## config.mk

```make
export PLATFORM = sky130hd
export DESIGN_NAME = tlb_core
export DESIGN_NICKNAME = d
export VERILOG_FILES = /design/src/rtl/tlbx_pkg.sv /design/src/rtl/tlb_repl.sv /design/src/rtl/tlb_match.sv /design/src/rtl/tlb_flush_dec.sv /design/src/rtl/tlb_core.sv
export SDC_FILE = /design/constraint.sdc
export NUM_CORES = 1
export LEC_CHECK = 0
export BUFFER_PORTS_ARGS = -buffer_cell sky130_fd_sc_hd__buf_2
export CAP_MARGIN = 20
export CORE_MARGIN = 2
export CORE_UTILIZATION = 55
export CTS_CLUSTER_SIZE = 10
export DETAILED_ROUTE_END_ITERATION = 8
export PLACE_DENSITY = 0.74
export REMOVE_ABC_BUFFERS = 1
export SLEW_MARGIN = 20
export SYNTH_ARGS = -nofsm -noshare
export SYNTH_HDL_FRONTEND = slang
export SYNTH_SLANG_ARGS = --single-unit
```

## constraint.sdc

```tcl
create_clock -name clk -period 8.81 [get_ports clk]
set_input_delay 0.4405 -clock clk [delete_from_list [all_inputs] [get_ports clk]]
set_output_delay 0.4405 -clock clk [all_outputs]
set_load 0.005 [all_outputs]
```

## src/rtl/tlbx_pkg.sv

```systemverilog
package tlbx_pkg;

    localparam int VA_W         = 32;
    localparam int PG_LSB       = 12;
    localparam int TAG_W        = VA_W - PG_LSB;
    localparam int PTE_W        = 32;
    localparam int CODE_LSB     = 8;
    localparam int CODE_W       = 4;
    localparam int REGION_BITS  = 8;
    localparam int SEGMENT_BITS = 14;

    typedef logic [TAG_W-1:0] tag_t;
    typedef logic [PTE_W-1:0] pte_t;

    // Table level at which a leaf mapping was found
    typedef enum logic [1:0] {
        LV_NONE    = 2'd0,
        LV_REGION  = 2'd1,
        LV_SEGMENT = 2'd2,
        LV_PAGE    = 2'd3
    } lvl_e;

    // Scope codes carried in maintenance address bits [11:8]
    typedef enum logic [CODE_W-1:0] {
        SC_PAGE    = 4'h0,
        SC_SEGMENT = 4'h1,
        SC_REGION  = 4'h2,
        SC_CONTEXT = 4'h3,
        SC_ALL     = 4'h4
    } scope_e;

    typedef struct packed {
        tag_t tag;
        lvl_e lvl;
        pte_t pte;
    } ent_t;

    localparam tag_t M_REGION  = tag_t'({REGION_BITS{1'b1}})  << (TAG_W - REGION_BITS);
    localparam tag_t M_SEGMENT = tag_t'({SEGMENT_BITS{1'b1}}) << (TAG_W - SEGMENT_BITS);
    localparam tag_t M_PAGE    = '1;

    // Tag bits a mapping of the given level covers
    function automatic tag_t lvl_mask(lvl_e l);
        case (l)
            LV_REGION:  return M_REGION;
            LV_SEGMENT: return M_SEGMENT;
            LV_PAGE:    return M_PAGE;
            default:    return '0;
        endcase
    endfunction

    // Tag bits an address-scoped flush compares
    function automatic tag_t scope_mask(scope_e s);
        case (s)
            SC_PAGE:    return M_PAGE;
            SC_SEGMENT: return M_SEGMENT;
            default:    return M_REGION;
        endcase
    endfunction

    function automatic logic scope_ok(logic [CODE_W-1:0] code);
        return code <= CODE_W'(SC_ALL);
    endfunction

endpackage

```

## src/rtl/tlb_repl.sv

```systemverilog
module tlb_repl #(
    parameter int N_ENT = 8,
    localparam int IW   = (N_ENT > 1) ? $clog2(N_ENT) : 1
) (
    input  logic          clk,
    input  logic          rst,
    input  logic          adv,
    output logic [IW-1:0] ptr
);

    // Round-robin victim pointer, advances on each new allocation
    always_ff @(posedge clk) begin
        if (rst) begin
            ptr <= '0;
        end else if (adv) begin
            ptr <= (ptr == IW'(N_ENT - 1)) ? '0 : ptr + 1'b1;
        end
    end

endmodule

```

## src/rtl/tlb_match.sv

```systemverilog
module tlb_match
    import tlbx_pkg::*;
#(
    parameter int N_ENT = 8,
    parameter int CTX_W = 8,
    localparam int IW   = (N_ENT > 1) ? $clog2(N_ENT) : 1
) (
    input  logic [N_ENT-1:0] valid,
    input  logic [CTX_W-1:0] ctx   [N_ENT],
    input  ent_t             ents  [N_ENT],
    input  logic [CTX_W-1:0] q_ctx,
    input  tag_t             q_tag,
    output logic             any,
    output logic [IW-1:0]    idx,
    output pte_t             pte
);

    logic [N_ENT-1:0] hit_vec;

    // One comparator per slot, masked by the slot's own level
    for (genvar g = 0; g < N_ENT; g++) begin : g_cmp
        assign hit_vec[g] = valid[g] && (ctx[g] == q_ctx) &&
                            (((ents[g].tag ^ q_tag) & lvl_mask(ents[g].lvl)) == '0);
    end

    // Lowest-numbered matching slot wins
    always_comb begin
        any = 1'b0;
        idx = '0;
        for (int i = N_ENT - 1; i >= 0; i--) begin
            if (hit_vec[i]) begin
                any = 1'b1;
                idx = IW'(i);
            end
        end
    end

    assign pte = any ? ents[idx].pte : '0;

endmodule

```

## src/rtl/tlb_flush_dec.sv

```systemverilog
module tlb_flush_dec
    import tlbx_pkg::*;
#(
    parameter int N_ENT = 8,
    parameter int CTX_W = 8
) (
    input  logic               en,
    input  logic [CODE_W-1:0]  code,
    input  tag_t               a_tag,
    input  logic [CTX_W-1:0]   cur_ctx,
    input  logic [N_ENT-1:0]   valid,
    input  logic [CTX_W-1:0]   ctx  [N_ENT],
    input  tag_t               tags [N_ENT],
    input  lvl_e               lvls [N_ENT],
    output logic [N_ENT-1:0]   kill
);

    scope_e sc;
    tag_t   sc_mask;

    assign sc      = scope_e'(code);
    assign sc_mask = scope_mask(sc);

    for (genvar g = 0; g < N_ENT; g++) begin : g_kill
        tag_t cmp;
        logic va_ok;
        logic ctx_ok;
        logic sel;

        // Compare at the coarser of the flush scope and the entry level
        assign cmp    = sc_mask & lvl_mask(lvls[g]);
        assign va_ok  = ((tags[g] ^ a_tag) & cmp) == '0;
        assign ctx_ok = ctx[g] == cur_ctx;

        always_comb begin
            case (sc)
                SC_PAGE, SC_SEGMENT: sel = va_ok;
                SC_REGION:           sel = va_ok && ctx_ok;
                SC_CONTEXT:          sel = ctx_ok;
                SC_ALL:              sel = 1'b1;
                default:             sel = 1'b0;
            endcase
        end

        assign kill[g] = en && valid[g] && sel;
    end

endmodule

```

## src/rtl/tlb_core.sv

```systemverilog
module tlb_core
    import tlbx_pkg::*;
#(
    parameter int N_ENT = 8,
    parameter int CTX_W = 8
) (
    input  logic             clk,
    input  logic             rst,
    input  logic [CTX_W-1:0] lk_ctx,
    input  logic [31:0]      lk_va,
    output logic             lk_hit,
    output logic [31:0]      lk_pte,
    input  logic             fill_valid,
    input  logic [CTX_W-1:0] fill_ctx,
    input  logic [31:0]      fill_va,
    input  logic [1:0]       fill_level,
    input  logic [31:0]      fill_pte,
    input  logic [CTX_W-1:0] cur_ctx,
    input  logic             mt_wr,
    input  logic             mt_rd,
    input  logic [31:0]      mt_addr,
    output logic [31:0]      mt_rdata
);

    localparam int IW = (N_ENT > 1) ? $clog2(N_ENT) : 1;

    // Storage
    logic [N_ENT-1:0] valid_q;
    logic [CTX_W-1:0] ctx_q [N_ENT];
    ent_t             ent_q [N_ENT];
    tag_t             tag_w [N_ENT];
    lvl_e             lvl_w [N_ENT];

    for (genvar g = 0; g < N_ENT; g++) begin : g_view
        assign tag_w[g] = ent_q[g].tag;
        assign lvl_w[g] = ent_q[g].lvl;
    end

    logic [CODE_W-1:0] mt_code;
    assign mt_code = mt_addr[CODE_LSB +: CODE_W];

    // Lookup port
    logic          lk_any;
    logic [IW-1:0] lk_idx;
    pte_t          lk_ent;

    tlb_match #(.N_ENT(N_ENT), .CTX_W(CTX_W)) u_lk_match (
        .valid (valid_q),
        .ctx   (ctx_q),
        .ents  (ent_q),
        .q_ctx (lk_ctx),
        .q_tag (lk_va[VA_W-1:PG_LSB]),
        .any   (lk_any),
        .idx   (lk_idx),
        .pte   (lk_ent)
    );

    assign lk_hit = lk_any;
    assign lk_pte = lk_ent;

    // Probe on the maintenance port, in the current context
    logic          pb_any;
    logic [IW-1:0] pb_idx;
    pte_t          pb_ent;

    tlb_match #(.N_ENT(N_ENT), .CTX_W(CTX_W)) u_pb_match (
        .valid (valid_q),
        .ctx   (ctx_q),
        .ents  (ent_q),
        .q_ctx (cur_ctx),
        .q_tag (mt_addr[VA_W-1:PG_LSB]),
        .any   (pb_any),
        .idx   (pb_idx),
        .pte   (pb_ent)
    );

    assign mt_rdata = (mt_rd && (mt_code == CODE_W'(SC_ALL))) ? pb_ent : '0;

    // Refill search for an entry to rewrite in place
    logic          fm_any;
    logic [IW-1:0] fm_idx;
    pte_t          fm_ent;

    tlb_match #(.N_ENT(N_ENT), .CTX_W(CTX_W)) u_fill_match (
        .valid (valid_q),
        .ctx   (ctx_q),
        .ents  (ent_q),
        .q_ctx (fill_ctx),
        .q_tag (fill_va[VA_W-1:PG_LSB]),
        .any   (fm_any),
        .idx   (fm_idx),
        .pte   (fm_ent)
    );

    // Flush decode
    logic             flush_en;
    logic [N_ENT-1:0] kill;

    assign flush_en = mt_wr && scope_ok(mt_code);

    tlb_flush_dec #(.N_ENT(N_ENT), .CTX_W(CTX_W)) u_flush (
        .en      (flush_en),
        .code    (mt_code),
        .a_tag   (mt_addr[VA_W-1:PG_LSB]),
        .cur_ctx (cur_ctx),
        .valid   (valid_q),
        .ctx     (ctx_q),
        .tags    (tag_w),
        .lvls    (lvl_w),
        .kill    (kill)
    );

    // Refill control: flush wins, level 0 is dropped
    lvl_e          fill_lvl;
    logic          fill_go;
    logic [IW-1:0] rr_ptr;
    logic [IW-1:0] wr_idx;
    ent_t          fill_ent;

    assign fill_lvl = lvl_e'(fill_level);
    assign fill_go  = fill_valid && (fill_lvl != LV_NONE) && !flush_en;
    assign wr_idx   = fm_any ? fm_idx : rr_ptr;
    assign fill_ent = '{tag: fill_va[VA_W-1:PG_LSB] & lvl_mask(fill_lvl),
                        lvl: fill_lvl,
                        pte: fill_pte};

    tlb_repl #(.N_ENT(N_ENT)) u_repl (
        .clk (clk),
        .rst (rst),
        .adv (fill_go && !fm_any),
        .ptr (rr_ptr)
    );

    always_ff @(posedge clk) begin
        if (rst) begin
            valid_q <= '0;
        end else if (flush_en) begin
            valid_q <= valid_q & ~kill;
        end else if (fill_go) begin
            valid_q[wr_idx] <= 1'b1;
        end
    end

    always_ff @(posedge clk) begin
        if (fill_go) begin
            ctx_q[wr_idx] <= fill_ctx;
            ent_q[wr_idx] <= fill_ent;
        end
    end

    logic unused_bits;
    assign unused_bits = ^{lk_va[PG_LSB-1:0], fill_va[PG_LSB-1:0], mt_addr[CODE_LSB-1:0],
                           lk_idx, pb_idx, fm_ent};

endmodule

```

### Yosys cells after proc, flatten, opt, wreduce, memory -nomap -nowiden

Index checks and enable logic that the tools add are counted.

| word-level totals | value |
|---|---|
| output and inout bits | 65 |
| flip-flop bits (word level) | 507 |

| cells by class | value |
|---|---|
| muxes and demuxes | 87 |
| add/subtract/negate cells | 1 |
| bitwise logic cells | 71 |
| $lt $le $gt $ge | 7 |
| reductions and logical operators | 117 |
| equal/unequal tests | 56 |

Operators by type and width:

| cell | number |
|---|---|
| $and A20 B20 Y20 | 41 |
| $logic_not A20 Y1 | 32 |
| $pmux W20 S3 | 9 |
| $xor A20 B20 Y20 | 24 |
| $bwmux W432 | 1 |
| $bmux W54 S3 | 2 |
| $mux W32 | 7 |
| $eq A8 B8 Y1 | 24 |
| $demux W54 S3 | 1 |
| $logic_and A1 B1 Y1 | 79 |
| $mux W3 | 26 |
| $bwmux W64 | 1 |
| $mux W54 | 1 |
| $eq A2 B2 Y1 const B | 18 |
| $pmux W1 S4 | 8 |
| $mux W1 | 25 |
| $demux W8 S3 | 1 |
| $mux W8 | 3 |
| $pmux W12 S2 | 1 |
| $eq A2 B1 Y1 const B | 9 |
| $ge A4 B4 Y1 const B | 3 |
| $not A3 Y4 | 3 |
| $and A8 B8 Y8 | 1 |
| $eq A4 B2 Y1 const B | 2 |
| other kinds (15) | 17 |

### Depth between registers and ports, before layout

Gate-level depths: netlist (run 1).

| depth | value |
|---|---|
| word-level depth | 21 |
| mapped depth | 13 |
| mapped depth without buffers | 10 |

### Cells and area by module

From an unflattened synthesis (run 1), not the netlist that was laid out.

| unflattened totals | value |
|---|---|
| cells, all modules | 3076 |
| area total of the unflattened synthesis | 33779.9 sq um |

Modules (own cells, without submodules):

| module | area each (sq um) | instances | cells each | sequential area each (sq um) |
|---|---|---|---|---|
| tlb_core | 15810.2 | 1 | 618 | 15054.4 |
| tlb_match | 4951.0 | 3 | 681 | 0.0 |
| tlb_flush_dec | 2975.4 | 1 | 402 | 0.0 |
| tlb_repl | 141.4 | 1 | 13 | 60.1 |

### Worst setup path after synthesis (run 1)

No wires, ideal clock.

| timing | value |
|---|---|
| kind | in2reg |
| start point | in fill_va[26] |
| end point | reg ctx_q[32] (netlist bit), enable pin |
| arrival | 5.236 ns |
| path buffers | 1 |
| setup slack | 3.090 ns |
| data required time | 8.326 ns |
| cell stages on the path | 10 |
| path through | clkbuf_1 xor2_1 nor4_1 nand2_1 or4_1 a221oi_1 nor3_1 o21a_1 nand2b_1 nor2_1 |

RTL lines:

| item | RTL line | text |
|---|---|---|
| start, declared | tlb_core.sv:15 | `input logic [31:0] fill_va,` |
| end signal, assigned by index | tlb_core.sv:146 | `ctx_q[wr_idx] <= fill_ctx;` |
| end, declared | tlb_core.sv:29 | `logic [CTX_W-1:0] ctx_q [N_ENT];` |

### Final worst setup path (run 1)

| timing | value |
|---|---|
| start point | reg ent_q[266] (netlist bit) |
| end point | out mt_rdata[31] |

| between the ends | value |
|---|---|
| longest elaborated chain between the ends | 14 |
| elaborated cells between the ends (all ways) | 18 |
| classes of those cells | mux (13); bitwise (3); reduce/logical (2) |

RTL lines:

| item | RTL line | text |
|---|---|---|
| start, declared | tlb_core.sv:30 | `ent_t ent_q [N_ENT];` |
| start signal, assigned by index | tlb_core.sv:147 | `ent_q[wr_idx] <= fill_ent;` |
| $xor A20 B20 Y20 (*) | tlb_match.sv:23 | `(((ents[g].tag ^ q_tag) & lvl_mask(ents[g].lvl)) == '0);` |
| $and A20 B20 Y20 (*) | tlb_match.sv:23 |  |
| $logic_not A20 Y1 (*) | tlb_match.sv:23 |  |
| $logic_and A1 B1 Y1 (*) | tlb_match.sv:22 | `assign hit_vec[g] = valid[g] && (ctx[g] == q_ctx) &&` |
| $mux W3 (4 in series) | tlb_match.sv:31 | `if (hit_vec[i]) begin` |
| $not A3 Y4 (not written as such) | tlb_match.sv:38 | `assign pte = any ? ents[idx].pte : '0;` |
| $bmux W54 S3 | tlb_match.sv:38 |  |
| $mux W32 (not written as such) (2 in series) | tlb_match.sv:38 |  |
| $mux W32 (*) | tlb_match.sv:38 |  |
| $mux W32 (*) | tlb_core.sv:77 | `assign mt_rdata = (mt_rd && (mt_code == CODE_W'(SC_ALL))) ? pb_ent : '0;` |
| end, declared | tlb_core.sv:22 | `output logic [31:0] mt_rdata` |

Mark *: on every way between the ends. The rest lies on a longest branch, timed or not. The select of a mux whose other input is x is not followed.

==> metrics, run 1 <==
PostCTS Resize Cnt=0; max_cap viols=0; cell repeated most along the worst path=mux2i_1; full die area=54200 µm²; Avg WL per Cell=28.1 µm; first-pass GRT wire length=127000 µm; Main synth FF type=edfxtp_1; Non-Filler Instances=3126; commonest non-fill, non-tap cells in the layout=edfxtp_1 (496), xnor2_1 (341), xor2_1 (331); cells along the critical path=xor2_1 -> nor4_1 -> a21oi_1 -> nor4b_1 -> inv_1 -> a211oi_4 -> o21ba_4 -> buf_4 -> mux2i_1 -> mux2i_1 -> a22o_1 -> buf_2; #FFs+latches synth=507; Layout area overhead=11.0%; Worst Path Buf+Inv=3; Num Clock Sinks=507; maximum VDD drop=0.179 mV; GRT overflow=0; cell count after synthesis=2285; actual slew at the worst max-slew pin=1.15 ns; RD Place Congestion=0.978; Fin Hold WS=0.0548 ns; worst relative slew slack=0.234; RSZ-0062 raised after global routing=false; WP data required=8.37 ns; Die X=233 µm; H-tree depth=2; Worst Setup End Kind=output pin; Worst R2R Setup Slack=3.56 ns; post-detail-place hpwl=57100 µm; setup_tns=0 ns; Tmin final=6.51 ns; Ys Warns=0; power per cell area=165 nW/µm²; Async SR Flop Fraction=0; Final nets=2577; detailed-route via count=19800; Inst Count DP=3035; commonest non-fill, non-tap cell in the layout=edfxtp_1; Worst setup SP type=flip-flop; vias in the first global route=20000; clock root cell=clkbuf_16; GRT Total Usage=0.323; WS Path Type=flip-flop to output pin; post-route ant nets=0; EDFF count, synth=496; Distinct cells, synth=73; largest net degree at the start of global routing=57; hold-fix buffers at CTS=0; number of setup buffers added after CTS=0; initial antenna violation count=16; via density per instance=6.34; fin crit share=0.739; Leak=10.9 nW; Clk Latency, worst-skew pair=0.65 ns; core area=51500 µm²; final hold viol count=0; Max stage delay cell, worst path=a211oi_4; DRC Markers=0; Layout fillers=4002; # rows=83; Avg Inst Size Synth=12.6 µm²; sequential element share of the synthesized area=0.525; Detailed Route WL=87900 µm; # setup viols final=0; Initial Util=0.559; Initial DRT Pass Iterations=6; critical path arrival=6.07 ns; CTS tree=done; clock slew at reported path FFs=0.06 ns; Iter 0 DRT Violations=1890; clock buffer count from CTS=59; DIE HEIGHT=233 µm; IO Pins=224; crit-path max FO=36; design area=31900 µm²; crit-path leading delay family=compound AO/OA/AOI/OAI gates; Clock Tree Buf Depth=3; skew final=0.0403 ns; worst hold path class=input port to flip-flop; proportion of layout cells with a drive suffix above 1=0.130; crit-path max cell delay=0.91 ns; status=finished, final reports clean; f_max=154 MHz; dpl cell area=30300 µm²; max-slew violations=0; IO Port Bufs=191; synthesized area=28800 µm²
## flip-flops by register name, indices dropped and copies added, names as in the netlist
signal	cells
ent_q	432
valid_q	8
u_repl.ptr	3
ctx_q	64
## final cells by class
| type | count | area [µm²] | share of cell area |
|---|---|---|---|
| inverters | 14 | 52.6 | 0.00165 |
| clock inverters | 10 | 96.3 | 0.00302 |
| clock buffers | 74 | 1540 | 0.0483 |
| multi-input cells | 1615 | 13100 | 0.409 |
| repair buffers | 219 | 1180 | 0.0369 |
| flip-flops and latches | 507 | 15100 | 0.473 |
| well taps | 680 | 851 | 0.0266 |
| diodes | 7 | 17.5 | 0.000549 |
## synthesized netlist by cell type, drive strengths merged (14+ instances only)
library cell    n  area [µm²]
edfxtp        496       14900
xnor2         341        2990
xor2          331        2900
mux2i         283        2830
clkbuf         88         330
nand4          82         513
nor2           72         278
nor4           71         457
a21oi          65         325
buf            61         338
nand2          39         146
nor2b          38         238
a22o           31         272
o22a           22         193
o221ai         20         175
nand3          15        75.1
nor3           15        75.1
inv            14        52.6
## path summary, 6_finish.rpt
check	startpoint	to	cells after the start
max	ent_q[266]$_DFFE_PP_	mt_rdata[31]	12
max reg2reg	ent_q[49]$_DFFE_PP_	ent_q[103]$_DFFE_PP_	10
min reg2reg	valid_q[6]$_SDFFE_PP0P_	valid_q[6]$_SDFFE_PP0P_	1
min	fill_pte[13]	ent_q[229]$_DFFE_PP_	1
## routing by layer
metal  track usage  vias up  routed length (µm)
li1              -     8687                   -
met1         0.420     9837               35000
met2         0.502     1007               40100
met3        0.0717      285                7680
met4         0.181       18                5020
met5             0        -                 111
## power breakdown
| group | switching (W) | internal [W] |
|---|---|---|
| Combinational | 0.000269 | 0.000143 |
| Clock | 0.000929 | 0.00121 |
| Sequential | 0.0000287 | 0.00269 |
| Total | 0.00123 | 0.00405 |
## logic make-up after synthesis
| family | share of synthesized area |
|---|---|
| compound gates | 0.0686 |
| xor+xnor | 0.205 |
| fa+ha+maj | 0.000870 |
| buf+inv | 0.0250 |
| flops | 0.525 |
| mux | 0.0990 |
| simple gates | 0.0767 |
## through the flow
| stage | util | worst slack (ns) | total power, W |
|---|---|---|---|
| 4_1_cts | 0.619 | 2.45 | 0.00529 |
| 2_1_floorplan | - | -2.54 | 0.00296 |
| 3_5_place_dp | 0.588 | 2.87 | 0.00317 |
| 5_1_grt | 0.620 | 2.14 | 0.00542 |
| 3_3_place_gp | 0.587 | 2.90 | 0.00316 |
| 6_report | 0.620 | 2.30 | 0.00527 |
Power figures use the tool's default switching activity.
==> inputs of run 2 (changes only) <==
- clock period: 8.81 -> 6.5 ns (I/O delays scaled with it)
==> metrics, run 2 (synthesized netlist as in run 1, its figures left out) <==
status=finished, final reports clean; largest net degree at the start of global routing=65 (+14%); DRC Markers=0 (unchanged); first-pass GRT wire length=129000 µm (+1.5%); Max stage delay cell, worst path=o311ai_4; IO Pins=224 (unchanged); Tmin final=5.54 ns; crit-path leading delay family=compound AO/OA/AOI/OAI gates; Avg WL per Cell=27.9 µm (-0.85%); via density per instance=6.34 (-0.13%); max_cap viols=0 (unchanged); met3 wire len=7930 µm (+3.2%); CTS tree=done; WP data required=6.17 ns (-2.20 ns); IO Port Bufs=191 (unchanged); biggest regs=ent_q x432, ctx_q x64, valid_q x8; vias in the first global route=20200 (+1.3%); full die area=54200 µm² (unchanged); FF-to-FF Start=ent_q[53]$_DFFE_PP_; Initial DRT Pass Iterations=8 (+2); RSZ-0062 raised after global routing=false; commonest non-fill, non-tap cells in the layout=edfxtp_1 (496), xnor2_1 (341), xor2_1 (331); reg2reg end=ent_q[240]$_DFFE_PP_; post-route ant nets=0 (unchanged); Layout area overhead=12.6%; critical path arrival=5.22 ns (-0.85 ns); worst r2r path cells=10 (unchanged); Reg with most FFs=ent_q; crit-path max cell delay=0.72 ns (-0.19 ns); Clock Tree Buf Depth=3 (unchanged); highest metal used=met5; metal1 wirelength=34800 µm (-0.53%); cell depth of the worst setup path=12 (unchanged); utilization after layout=0.629 (+0.00909); final hold viol count=0 (unchanged); Initial Util=0.559 (unchanged); GRT overflow=0 (unchanged); Leak=11.1 nW (+1.8%); post-detail-place hpwl=57600 µm (+0.93%); worst relative slew slack=0.222 (-0.0120); Iter 0 DRT Violations=2197 (+16%); DIE HEIGHT=233 µm (unchanged); Clk Latency, worst-skew pair=0.63 ns (-0.02 ns); clock root cell=clkbuf_16; RD Place Congestion=0.954 (-2.5%); Num Clock Sinks=507 (unchanged); skew final=0.0171 ns (-0.0232 ns); routed wl met2=41000 µm (+2.3%); worst hold path class=input port to flip-flop; actual slew at the worst max-slew pin=1.15 ns (+0.00581 ns); commonest non-fill, non-tap cell in the layout=edfxtp_1; initial antenna violation count=20 (+4); GRT Total Usage=0.326 (+0.00276); # rows=83 (unchanged); PostCTS Resize Cnt=0 (unchanged); Final nets=2616 (+1.5%); Worst setup SP type=flip-flop; Worst setup startpoint=ent_q[98]$_DFFE_PP_; Detailed Route WL=88200 µm (+0.36%); Non-Filler Instances=3164 (+1.2%); crit-path max FO=30 (-17%); H-tree depth=2 (unchanged); detailed-route via count=20000 (+1.1%); maximum VDD drop=0.236 mV (+32%); Layout fillers=3932 (-1.7%); max-slew violations=0 (unchanged); clock buffer count from CTS=58 (-1.7%); # setup viols final=0 (unchanged); WS Path Type=flip-flop to output pin; fin crit share=0.852; Inst Count DP=3043 (+0.26%); CP endpoint=lk_pte[13]; Die X=233 µm (unchanged); cells along the critical path=xor2_1 -> nor4_1 -> nand4_1 -> a2111oi_4 -> a2111oi_2 -> o311ai_4 -> a21oi_1 -> nand2_1 -> buf_4 -> nor2_1 -> or3_1 -> buf_2; Worst Path Buf+Inv=2 (-1); Power Total=0.00720 W (+36%); power per cell area=222 nW/µm² (+35%); core area=51500 µm² (unchanged); proportion of layout cells with a drive suffix above 1=0.132 (+0.00226); Largest register FFs=432 (unchanged); Worst R2R Setup Slack=1.84 ns (-1.72 ns); clock slew at reported path FFs=0.06 ns (about the same); f_max=180 MHz; Worst Setup End Kind=output pin
run 2: area by class of cell:
cell class / instances / area [µm²] / area share
Sequential cell: 507 / 15100 / 0.467
Multi-Input combinational cell: 1615 / 13100 / 0.404
Timing Repair Buffer: 259 / 1630 / 0.0504
Clock buffer: 73 / 1570 / 0.0484
Tap cell: 680 / 851 / 0.0263
Clock inverter: 5 / 72.6 / 0.00224
Inverter: 14 / 52.6 / 0.00162
Antenna cell: 11 / 27.5 / 0.000850
run 2: worst min-delay path by stage:
stage / slack (ns) / cells past startpoint / end / from
after floorplan: 0.39 / 1 / u_repl.ptr[0]$_SDFFE_PP0P_ / rst
after global placement: 0.45 / 1 / valid_q[6]$_SDFFE_PP0P_ / valid_q[6]$_SDFFE_PP0P_
after detailed placement: 0.46 / 1 / valid_q[6]$_SDFFE_PP0P_ / valid_q[6]$_SDFFE_PP0P_
after CTS: 0.02 / 2 / u_repl.ptr[2]$_SDFFE_PP0P_ / rst
after global routing: 0.05 / 2 / u_repl.ptr[1]$_SDFFE_PP0P_ / rst
final: 0.05 / 2 / valid_q[7]$_SDFFE_PP0P_ / rst
run 2: repair_timing:
item,in CTS,in global routing
setup endpoints to repair,0,0
buffers inserted,0,0
hold buffers,32,0
hold endpoints to repair,256,0
run 2: report_power, final:
part,internal [W],total [W],leakage (nW),switching [W]
logic,0.000209,0.000580,5.72,0.000372
registers,0.00364,0.00368,4.59,0.0000392
clock network,0.00167,0.00293,0.798,0.00126
run 2: metrics by stage:
| step | cell area [µm²] | hold WS, ns | setup slack [ns] | setup TNS, ns |
|---|---|---|---|---|
| global route | 32400 | 0.0536 | 0.890 | 0 |
| detailed placement | 30400 | 0.458 | 1.54 | 0 |
| CTS | 32400 | 0.0191 | 1.02 | 0 |
| global placement | 30400 | 0.446 | 1.60 | 0 |
| floorplan | 28100 | 0.394 | -4.73 | -151.20 |
| finish | 32400 | 0.0480 | 0.959 | 0 |
run 2: routing by layer:
metal	global-route usage	vias to the layer above
li1	-	8781
met1	0.431	9946
met2	0.514	1060
met3	0.0636	246
met4	0.161	16
met5	0	-
==> inputs of run 3 (changes only) <==
- clock period: 6.5 -> 6.2 ns (I/O delays scaled with it)
==> metrics, run 3 (synthesized netlist as in run 1, its figures left out) <==
status=finished, final reports clean; Clk Latency, worst-skew pair=0.62 ns (about the same); biggest regs=ent_q x432, ctx_q x64, valid_q x8; proportion of layout cells with a drive suffix above 1=0.130 (-0.00222); max-slew violations=0 (unchanged); Initial DRT Pass Iterations=5 (-3); FF/Latch Area=15100 µm² (unchanged); maximum VDD drop=0.249 mV (+5.8%); WP data required=5.89 ns (-0.28 ns); Largest register FFs=432 (unchanged); Iter 0 DRT Violations=2055 (-6.5%); crit-path max FO=30 (unchanged); Tmin final=5.58 ns; # rows=83 (unchanged); GRT overflow=0 (unchanged); area of the multi-input gates=13100 µm² (about the same); Detailed Route WL=87700 µm (-0.62%); f_max=179 MHz; dpl cell area=30400 µm² (about the same); detailed-route via count=20000 (-0.45%); utilization after layout=0.629 (about the same); vias in the first global route=19900 (-1.4%); H-tree depth=2 (unchanged); WS Path Type=flip-flop to output pin; largest net degree at the start of global routing=65 (unchanged); Worst Setup End Kind=output pin; Leak=11.1 nW (-0.26%); Num Clock Sinks=507 (unchanged); post-detail-place hpwl=57800 µm (+0.34%); commonest non-fill, non-tap cell in the layout=edfxtp_1; clock buffer count from CTS=58 (unchanged); initial antenna violation count=19 (-5.0%); full die area=54200 µm² (unchanged); RSZ-0062 raised after global routing=false; CTS tree=done; worst hold path class=input port to flip-flop; Final nets=2612 (-0.15%); # setup viols final=0 (unchanged); fin crit share=0.900; Layout area overhead=12.5% (about the same); clock root cell=clkbuf_16; max_cap viols=0 (unchanged); RD Place Congestion=0.993 (+4.1%); post-route ant nets=0 (unchanged); first-pass GRT wire length=127000 µm (-1.1%); skew final=0.0203 ns (+0.00321 ns); critical path arrival=5.27 ns (+0.05 ns); design area=32400 µm² (about the same); core area=51500 µm² (unchanged); Fin Hold WS=0.0960 ns (+0.0480 ns); PostCTS Resize Cnt=0 (unchanged); Initial Util=0.559 (unchanged); Reg with most FFs=ent_q; Layout fillers=3952 (+0.51%); Die X=233 µm (unchanged); power per cell area=232 nW/µm² (+4.3%); clock slew at reported path FFs=0.06 ns (about the same); worst relative slew slack=0.317 (+0.0946); DIE HEIGHT=233 µm (unchanged); final hold viol count=0 (unchanged); Avg WL per Cell=27.7 µm (-0.52%); GRT Total Usage=0.321 (-0.00458); Clock Tree Buf Depth=3 (unchanged); via density per instance=6.31 (-0.36%); IO Pins=224 (unchanged); actual slew at the worst max-slew pin=1.01 ns (-0.141 ns); DRC Markers=0 (unchanged); commonest non-fill, non-tap cells in the layout=edfxtp_1 (496), xnor2_1 (341), xor2_1 (331); IO Port Bufs=191 (unchanged); Worst setup SP type=flip-flop
run 3: changes by cell type in the layout (fill, tap and decap cells not counted), sizes merged:
cell,before,now
diode,11,12
clkbuf,73,70
clkinv,5,6
inv,14,15
buf,227,222
dlygate4sd3,32,33
bufinv,0,1
run 3: final cells by class:
cell class	instances	area share
clock buffers	70	0.0465
flip-flops and latches	507	0.467
multi-input cells	1615	0.404
diodes	12	0.000927
clock inverters	8	0.00271
repair buffers	255	0.0512
well taps	680	0.0263
inverters	14	0.00162
run 3: metrics by stage:
step	setup TNS (ns)	instances	total power (W)	setup WS, ns
after floorplan	-160.32	2136	0.00421	-5.01
after global placement	0	3038	0.00449	1.27
after detailed placement	0	3038	0.00451	1.20
after CTS	0	3149	0.00753	0.659
after global routing	0	3156	0.00769	0.470
final	0	3161	0.00750	0.617
run 3: critical path: stages, from the launching register on:
cell and delay [ns]:
edfxtp_1 0.45, xor2_1 0.19, nor4_1 0.79, nand4_1 0.29, a2111oi_4 0.51, a2111oi_2 0.22
o311ai_4 0.26, buf_4 0.42, a21oi_1 0.21, nand2_1 0.13, buf_4 0.46, nor2_1 0.11
or3_1 0.43, buf_2 0.15
run 3: path summary, 6_finish.rpt:
check,to,from,slack [ns],cells after the start
worst max-delay path,lk_pte[30],ent_q[98]$_DFFE_PP_,0.62,13
worst min-delay path,ent_q[140]$_DFFE_PP_,fill_level[0],0.1,1
worst max register to register,ent_q[304]$_DFFE_PP_,ent_q[426]$_DFFE_PP_,1.35,10
worst min register to register,valid_q[6]$_SDFFE_PP0P_,valid_q[6]$_SDFFE_PP0P_,0.47,1
run 3: where the power goes:
group / switching, W / leakage, nW / internal, W
clock: 0.00131 / 0.778 / 0.00172
combinational: 0.000386 / 5.71 / 0.000219
sequential: 0.0000395 / 4.59 / 0.00382
run 3: routing by layer:
metal / GRT usage / vias to the layer above / wire [µm]
li1: - / 8781 / -
met1: 0.414 / 9943 / 34400
met2: 0.512 / 981 / 40900
met3: 0.0645 / 237 / 7730
met4: 0.172 / 16 / 4590
met5: 0 / - / 93
run 3: what timing repair did:
| item | in CTS | in global routing |
|---|---|---|
| endpoints found under the hold margin | 258 | 0 |
| buffers inserted | 0 | 0 |
| hold buffers | 33 | 0 |
